`src/rtl/sc_pkg.sv`:
```
package sc_pkg;
  // Source chosen for the south partial-sum register
  typedef enum logic [1:0] {
    PSUM_IDLE = 2'd0,
    PSUM_MAC  = 2'd1,
    PSUM_PASS = 2'd2
  } psum_sel_e;
endpackage

```
`src/rtl/sc_fxp_mul.sv`:
```
module sc_fxp_mul #(
  parameter int DATA_W = 16,
  parameter int FRAC_W = 8
) (
  input  logic signed [DATA_W-1:0] a,
  input  logic signed [DATA_W-1:0] b,
  output logic signed [DATA_W-1:0] y
);
  localparam int PROD_W = 2 * DATA_W;
  localparam int SH_W   = PROD_W - FRAC_W;
  localparam logic signed [PROD_W-1:0] HALF = PROD_W'(1) << (FRAC_W - 1);
  localparam logic signed [SH_W-1:0]   MAXV = SH_W'((1 << (DATA_W - 1)) - 1);
  localparam logic signed [SH_W-1:0]   MINV = -MAXV - SH_W'(1);

  logic signed [PROD_W-1:0] prod;
  logic signed [PROD_W-1:0] rnd;
  logic signed [SH_W-1:0]   shifted;

  always_comb begin
    prod    = a * b;
    rnd     = prod + HALF;
    shifted = rnd[PROD_W-1:FRAC_W];
    if (shifted > MAXV)      y = {1'b0, {(DATA_W-1){1'b1}}};
    else if (shifted < MINV) y = {1'b1, {(DATA_W-1){1'b0}}};
    else                     y = shifted[DATA_W-1:0];
  end

  // a clamped result keeps the sign of the true product
  always_comb begin
    if ((a != '0) && (b != '0) && (a[DATA_W-1] == b[DATA_W-1]))
      a_r2_pos_sign: assert (!y[DATA_W-1]);
  end
endmodule

```
`src/rtl/sc_fxp_add.sv`:
```
module sc_fxp_add #(
  parameter int DATA_W = 16
) (
  input  logic signed [DATA_W-1:0] a,
  input  logic signed [DATA_W-1:0] b,
  output logic signed [DATA_W-1:0] y
);
  logic signed [DATA_W:0] wide;

  always_comb begin
    wide = {a[DATA_W-1], a} + {b[DATA_W-1], b};
    if (wide[DATA_W] != wide[DATA_W-1])
      y = wide[DATA_W] ? {1'b1, {(DATA_W-1){1'b0}}} : {1'b0, {(DATA_W-1){1'b1}}};
    else
      y = wide[DATA_W-1:0];
  end

  // no wrap-around between two operands of the same sign
  always_comb begin
    if (!a[DATA_W-1] && !b[DATA_W-1]) a_r3_no_pos_wrap: assert (!y[DATA_W-1]);
    if (a[DATA_W-1] && b[DATA_W-1])   a_r3_no_neg_wrap: assert (y[DATA_W-1]);
  end
endmodule

```
`src/rtl/sc_weight_bank.sv`:
```
module sc_weight_bank #(
  parameter int DATA_W = 16
) (
  input  logic              clk,
  input  logic              rst,
  input  logic              load,
  input  logic [DATA_W-1:0] wt_in,
  input  logic              swap,
  output logic [DATA_W-1:0] wt_live
);
  logic [DATA_W-1:0] shadow_q;
  logic [DATA_W-1:0] active_q;

  always_ff @(posedge clk) begin
    if (rst) begin
      shadow_q <= '0;
      active_q <= '0;
    end else begin
      if (load) shadow_q <= wt_in;
      if (swap) active_q <= shadow_q;
    end
  end

  // Same-cycle swap: the shadow value is forwarded straight to the MAC
  assign wt_live = swap ? shadow_q : active_q;

  a_r5_shadow_capture: assert property (@(posedge clk) disable iff (rst)
    load |=> shadow_q == $past(wt_in));
  a_r6_swap_commit: assert property (@(posedge clk) disable iff (rst)
    swap |=> active_q == $past(shadow_q));
  a_r6_active_hold: assert property (@(posedge clk) disable iff (rst)
    !swap |=> $stable(active_q));
  a_r10_reset_clear: assert property (@(posedge clk)
    rst |=> (shadow_q == '0) && (active_q == '0));
endmodule

```
`src/rtl/systolic_cell.sv`:
```
module systolic_cell #(
  parameter int DATA_W = 16,
  parameter int FRAC_W = 8
) (
  input  logic              clk,
  input  logic              rst,
  input  logic [DATA_W-1:0] west_act_i,
  input  logic              west_vld_i,
  input  logic              west_swap_i,
  input  logic              west_en_i,
  input  logic [DATA_W-1:0] north_psum_i,
  input  logic [DATA_W-1:0] north_wt_i,
  input  logic              north_load_i,
  output logic [DATA_W-1:0] south_psum_o,
  output logic [DATA_W-1:0] south_wt_o,
  output logic              south_load_o,
  output logic [DATA_W-1:0] east_act_o,
  output logic              east_vld_o,
  output logic              east_swap_o
);
  import sc_pkg::*;

  logic [DATA_W-1:0] wt_live;
  logic [DATA_W-1:0] prod;
  logic [DATA_W-1:0] mac;
  psum_sel_e         sel;

  sc_weight_bank #(.DATA_W(DATA_W)) u_bank (
    .clk    (clk),
    .rst    (rst),
    .load   (north_load_i),
    .wt_in  (north_wt_i),
    .swap   (west_swap_i),
    .wt_live(wt_live)
  );

  sc_fxp_mul #(.DATA_W(DATA_W), .FRAC_W(FRAC_W)) u_mul (
    .a(west_act_i),
    .b(wt_live),
    .y(prod)
  );

  sc_fxp_add #(.DATA_W(DATA_W)) u_add (
    .a(prod),
    .b(north_psum_i),
    .y(mac)
  );

  always_comb begin
    if (!west_vld_i)     sel = PSUM_IDLE;
    else if (west_en_i)  sel = PSUM_MAC;
    else                 sel = PSUM_PASS;
  end

  always_ff @(posedge clk) begin
    if (rst) begin
      south_psum_o <= '0;
      south_wt_o   <= '0;
      south_load_o <= 1'b0;
      east_act_o   <= '0;
      east_vld_o   <= 1'b0;
      east_swap_o  <= 1'b0;
    end else begin
      case (sel)
        PSUM_MAC:  south_psum_o <= mac;
        PSUM_PASS: south_psum_o <= north_psum_i;
        default:   south_psum_o <= '0;
      endcase
      east_act_o   <= west_vld_i ? west_act_i : '0;
      east_vld_o   <= west_vld_i;
      east_swap_o  <= west_swap_i;
      south_wt_o   <= north_wt_i;
      south_load_o <= north_load_i;
    end
  end

  a_r4_act_forward: assert property (@(posedge clk) disable iff (rst)
    west_vld_i |=> east_act_o == $past(west_act_i));
  a_r5_wt_forward: assert property (@(posedge clk) disable iff (rst)
    1'b1 |=> (south_wt_o == $past(north_wt_i)) && (south_load_o == $past(north_load_i)));
  a_r7_swap_token: assert property (@(posedge clk) disable iff (rst)
    1'b1 |=> east_swap_o == $past(west_swap_i));
  a_r8_idle_zero: assert property (@(posedge clk) disable iff (rst)
    !west_vld_i |=> (south_psum_o == '0) && (east_act_o == '0) && !east_vld_o);
  a_r9_bypass: assert property (@(posedge clk) disable iff (rst)
    (west_vld_i && !west_en_i) |=> (south_psum_o == $past(north_psum_i)) && east_vld_o);
  a_r10_outputs_clear: assert property (@(posedge clk)
    rst |=> (south_psum_o == '0) && (east_act_o == '0) && !east_vld_o && !east_swap_o
            && !south_load_o && (south_wt_o == '0));
endmodule

```
`config.mk`:
```
export PLATFORM = sky130hd
export DESIGN_NAME = systolic_cell
export DESIGN_NICKNAME = d
export VERILOG_FILES = /design/src/rtl/sc_pkg.sv /design/src/rtl/sc_fxp_mul.sv /design/src/rtl/sc_fxp_add.sv /design/src/rtl/sc_weight_bank.sv /design/src/rtl/systolic_cell.sv
export SDC_FILE = /design/constraint.sdc
export NUM_CORES = 1
export LEC_CHECK = 0
export ABC_AREA = 1
export BUFFER_PORTS_ARGS = -buffer_cell sky130_fd_sc_hd__buf_2
export CAP_MARGIN = 30
export CELL_PAD_IN_SITES_DETAIL_PLACEMENT = 0
export CELL_PAD_IN_SITES_GLOBAL_PLACEMENT = 1
export CORE_ASPECT_RATIO = 0.8
export CORE_MARGIN = 8
export CORE_UTILIZATION = 43
export DETAILED_ROUTE_END_ITERATION = 8
export GPL_TIMING_DRIVEN = 0
export PLACE_DENSITY = 0.83
export SLEW_MARGIN = 10
export SYNTH_ARGS = -nofsm -noshare
export SYNTH_HDL_FRONTEND = slang
export SYNTH_SLANG_ARGS = --single-unit
export TNS_END_PERCENT = 1
```
`constraint.sdc`:
```
create_clock -name clk -period 11.02 [get_ports clk]
set_clock_uncertainty 0.2 [all_clocks]
set_input_delay 2.204 -clock clk [delete_from_list [all_inputs] [get_ports clk]]
set_output_delay 2.204 -clock clk [all_outputs]
set_load 0.02 [all_outputs]
```
==> run summary <==
launching instance or port of the critical path -> west_swap_i
element type at the critical path start -> primary input
net count after synthesis -> 2140
initial cell density of the core -> 43.5%
Final nets -> 2283
end of the critical path -> south_psum_o[9]$_SDFF_PP0_
clock slew at reported path FFs -> 70 ps
Core Area -> 0.0314 mm2
number of cells traversed by the worst register-to-register path -> 45
number of endpoints with negative hold slack in the final report -> 0
Die Height -> 175 um
Die Outline Area -> 0.0377 mm2
insertion delay to the later sink of the worst-skew pair -> 360 ps
DRT iter0 DRCs -> 836
endpoint of the worst-slack reg-to-reg timing path -> south_psum_o[9]$_SDFF_PP0_
final weighted congestion in routability-driven placement -> 0.954
Yosys top cell by area -> fa_1
Compound-Gate Fraction of Synth Area -> 5.81%
number of iterations in the first detailed-routing pass -> 7
number of warning messages in the yosys log -> 0
arithmetic-cell share of the synthesized area counting full adders, half adders and majority gates -> 47.3%
share of post-route cells with drive strength above 1 -> 16.7%
Netlist Area Pre-Place -> 0.0136 mm2
Detailed Place HPWL -> 33.1 mm
fraction of the cycle the final worst path needs -> 96.7%
maximum buffer depth of the clock tree -> 2
Via Count -> 11545
Post-CTS Hold Fix Bufs -> 0
total of max-cap violations -> 0
worst path buffer plus inverter count -> 14
worst reg-to-reg setup slack -> 2190 ps
DR vias/cell -> 5.03
multiplexer share of the synthesized area -> 0%
Hold Slack -> 279 ps
GRT Overall Usage -> 21.6%
final-report max-slew violation count -> 0
worst path arrival time -> 10730 ps
sequential cell area fraction in the yosys report -> 12.2%
combinational family with the most area after synthesis -> adder cells
antenna fix cells -> 0
Worst path max stage delay -> 520 ps
transition time at the pin with the least slew margin -> 874 ps
data required time of the worst path -> 11100 ps
total number of cells along the worst setup path -> 48
Min Clock Period, post-route -> 10650 ps
vias in the first global route -> 11693
count of state elements after synthesis -> 83
number of buffers inserted during clock tree synthesis -> 9
post-synthesis async set-or-reset flop share -> 0%
CTS root buffer -> clkbuf_16
Crit Path Category -> in2reg
dominant register cell in the synthesized netlist -> dfxtp_1
count of flip-flops with a built-in enable after synthesis -> 0
count of nets left with antenna violations after detail routing -> 0
number of port buffers -> 96
commonest cells in the netlist -> inv_1 (400), nand2_1 (313), fa_1 (263)
clock tree from TritonCTS -> done
standard cell with the maximum stage delay on the critical path -> fa_1
category of the worst setup path capture point -> flop
remaining routing DRC violations -> 0
Mean Syn Cell Area -> 7.88 um2
number of antenna violations at the first check in global routing -> 0
simple-gate share of the synthesized area -> 19.6%
overflow left after global routing -> 0
xor and xnor fraction of the mapped netlist area -> 2.43%
post-synthesis instance total -> 1729
sum of routed wire length over all layers -> 39.8 mm
fmax -> 93.9 MHz
maximum number of pins on one net before global-route repair -> 17
die outline width -> 215 um
number of library cell types mapped by synthesis -> 38
H-tree depth -> 3
Worst path top cell family by delay -> adder cells
reg-to-reg critical path startpoint -> u_bank.shadow_q[3]$_SDFFE_PP0P_
clk sink count -> 83
count leader, synth -> inv_1
Crit Path Max Fanout -> 10
top cell type's share of synthesized area -> 38.6%
biggest area contributors in the synthesized netlist -> fa_1 (39%), dfxtp_1 (12%), inv_1 (11%), ha_1 (8.6%), nand2_1 (8.6%)
Setup-failing EPs final -> 0
Hold WC Path Type -> reg2reg
P&R area growth vs syn -> 16.8%
global-route wire length before repair -> 63.7 mm
standard-cell rows -> 58
outcome -> complete, no violations
number of top-level pins -> 105
average detailed-routed wire length per instance -> 17.3 um
tightest slew margin relative to the limit -> 41.7%
most common cell type on the critical path -> nand2_1
-- logic make-up after synthesis --
logic type / count (synthesis)
fa+ha+maj: 357
xor+xnor: 37
compound gates: 139
flops: 83
simple gates: 655
buf+inv: 458
-- cell usage in the layout, fill, tap and decap left out, types with 7 or more instances in the layout --
master and count:
inv_1 392, nand2_1 292, fa_1 255, nor2_1 233, buf_2 95, dfxtp_1 83, ha_1 80, a21oi_1 54
buf_4 34, nand3_1 32, nand2_2 26, xor2_1 24, or2_2 23, clkbuf_1 22, o21ai_0 21, a211oi_1 16
buf_6 13, a21oi_2 12, nor2_2 12, xnor2_1 12, nand2_4 11, ha_4 10, inv_2 9, clkbuf_16 9
fa_2 8, clkinvlp_4 7
-- what timing repair did --
item,in CTS,in global routing
endpoints found under the hold margin,0,0
gates cloned,0,1
pin swaps,2,18
setup buffers,7,29
setup endpoints to repair,16,16
resized for setup,60,141
-- routing by layer --
layer  vias to the layer above  GRT usage (%)  routed length, um
met1                      5693           29.2              17000
met3                        64           4.80               3760
met5                         -           2.53                  0
met2                       426           34.2              18000
li1                       5362              -                  -
met4                         0           6.18               1030
-- how the worst min path moves through the flow --
stage,from,to,slack [ps],cells after the start
6_report,u_bank.shadow_q[7]$_SDFFE_PP0P_,u_bank.shadow_q[7]$_SDFFE_PP0P_,280,2
5_1_grt,u_bank.shadow_q[5]$_SDFFE_PP0P_,u_bank.shadow_q[5]$_SDFFE_PP0P_,300,2
4_1_cts,u_bank.shadow_q[11]$_SDFFE_PP0P_,u_bank.shadow_q[11]$_SDFFE_PP0P_,280,2
3_5_place_dp,u_bank.shadow_q[11]$_SDFFE_PP0P_,u_bank.shadow_q[11]$_SDFFE_PP0P_,270,2
3_3_place_gp,u_bank.shadow_q[11]$_SDFFE_PP0P_,u_bank.shadow_q[11]$_SDFFE_PP0P_,270,2
2_1_floorplan,u_bank.shadow_q[10]$_SDFFE_PP0P_,u_bank.shadow_q[10]$_SDFFE_PP0P_,250,2
-- flip-flops by register name, summed over array words and instances, names as in the netlist --
signal / flops
east_act_o: 16
south_load_o: 1
east_vld_o: 1
south_psum_o: 16
u_bank.shadow_q: 16
u_bank.active_q: 16
south_wt_o: 16
east_swap_o: 1
-- final cells by class --
class                      instances  area [um2]
buffer                            46         285
clock buffer                       9         225
clock inverter                     7         105
fill                            3106       15400
inverter                         411        1570
multi-input combinational       1188       10700
sequential                        83        1660
tap                              420         526
timing repair buffer             133         802
-- stage by stage --
| step | cells | setup WS (ps) | util, % | TNS (ps) | area, um2 |
|---|---|---|---|---|---|
| final | 2297 | 368 | 50.8 | 0 | 15900 |
| after global routing | 2297 | -77.0 | 50.8 | -538 | 15900 |
| after CTS | 2267 | 7.69 | 48.4 | 0 | 15200 |
| after detailed placement | 2245 | -1300 | 46.7 | -19530 | 14600 |
| after global placement | 2245 | -1270 | 46.7 | -19050 | 14600 |
| after floorplan | 1729 | 584 | - | 0 | 13600 |
-- worst min-delay path: stages (launching register included) --
cell and delay, ps:
dfxtp_1 310, nor2_1 80, a211oi_1 50
Power is left out: the tool's default activity adds up to more than one toggle a clock period on the data nets, which glitch-free logic cannot reach.
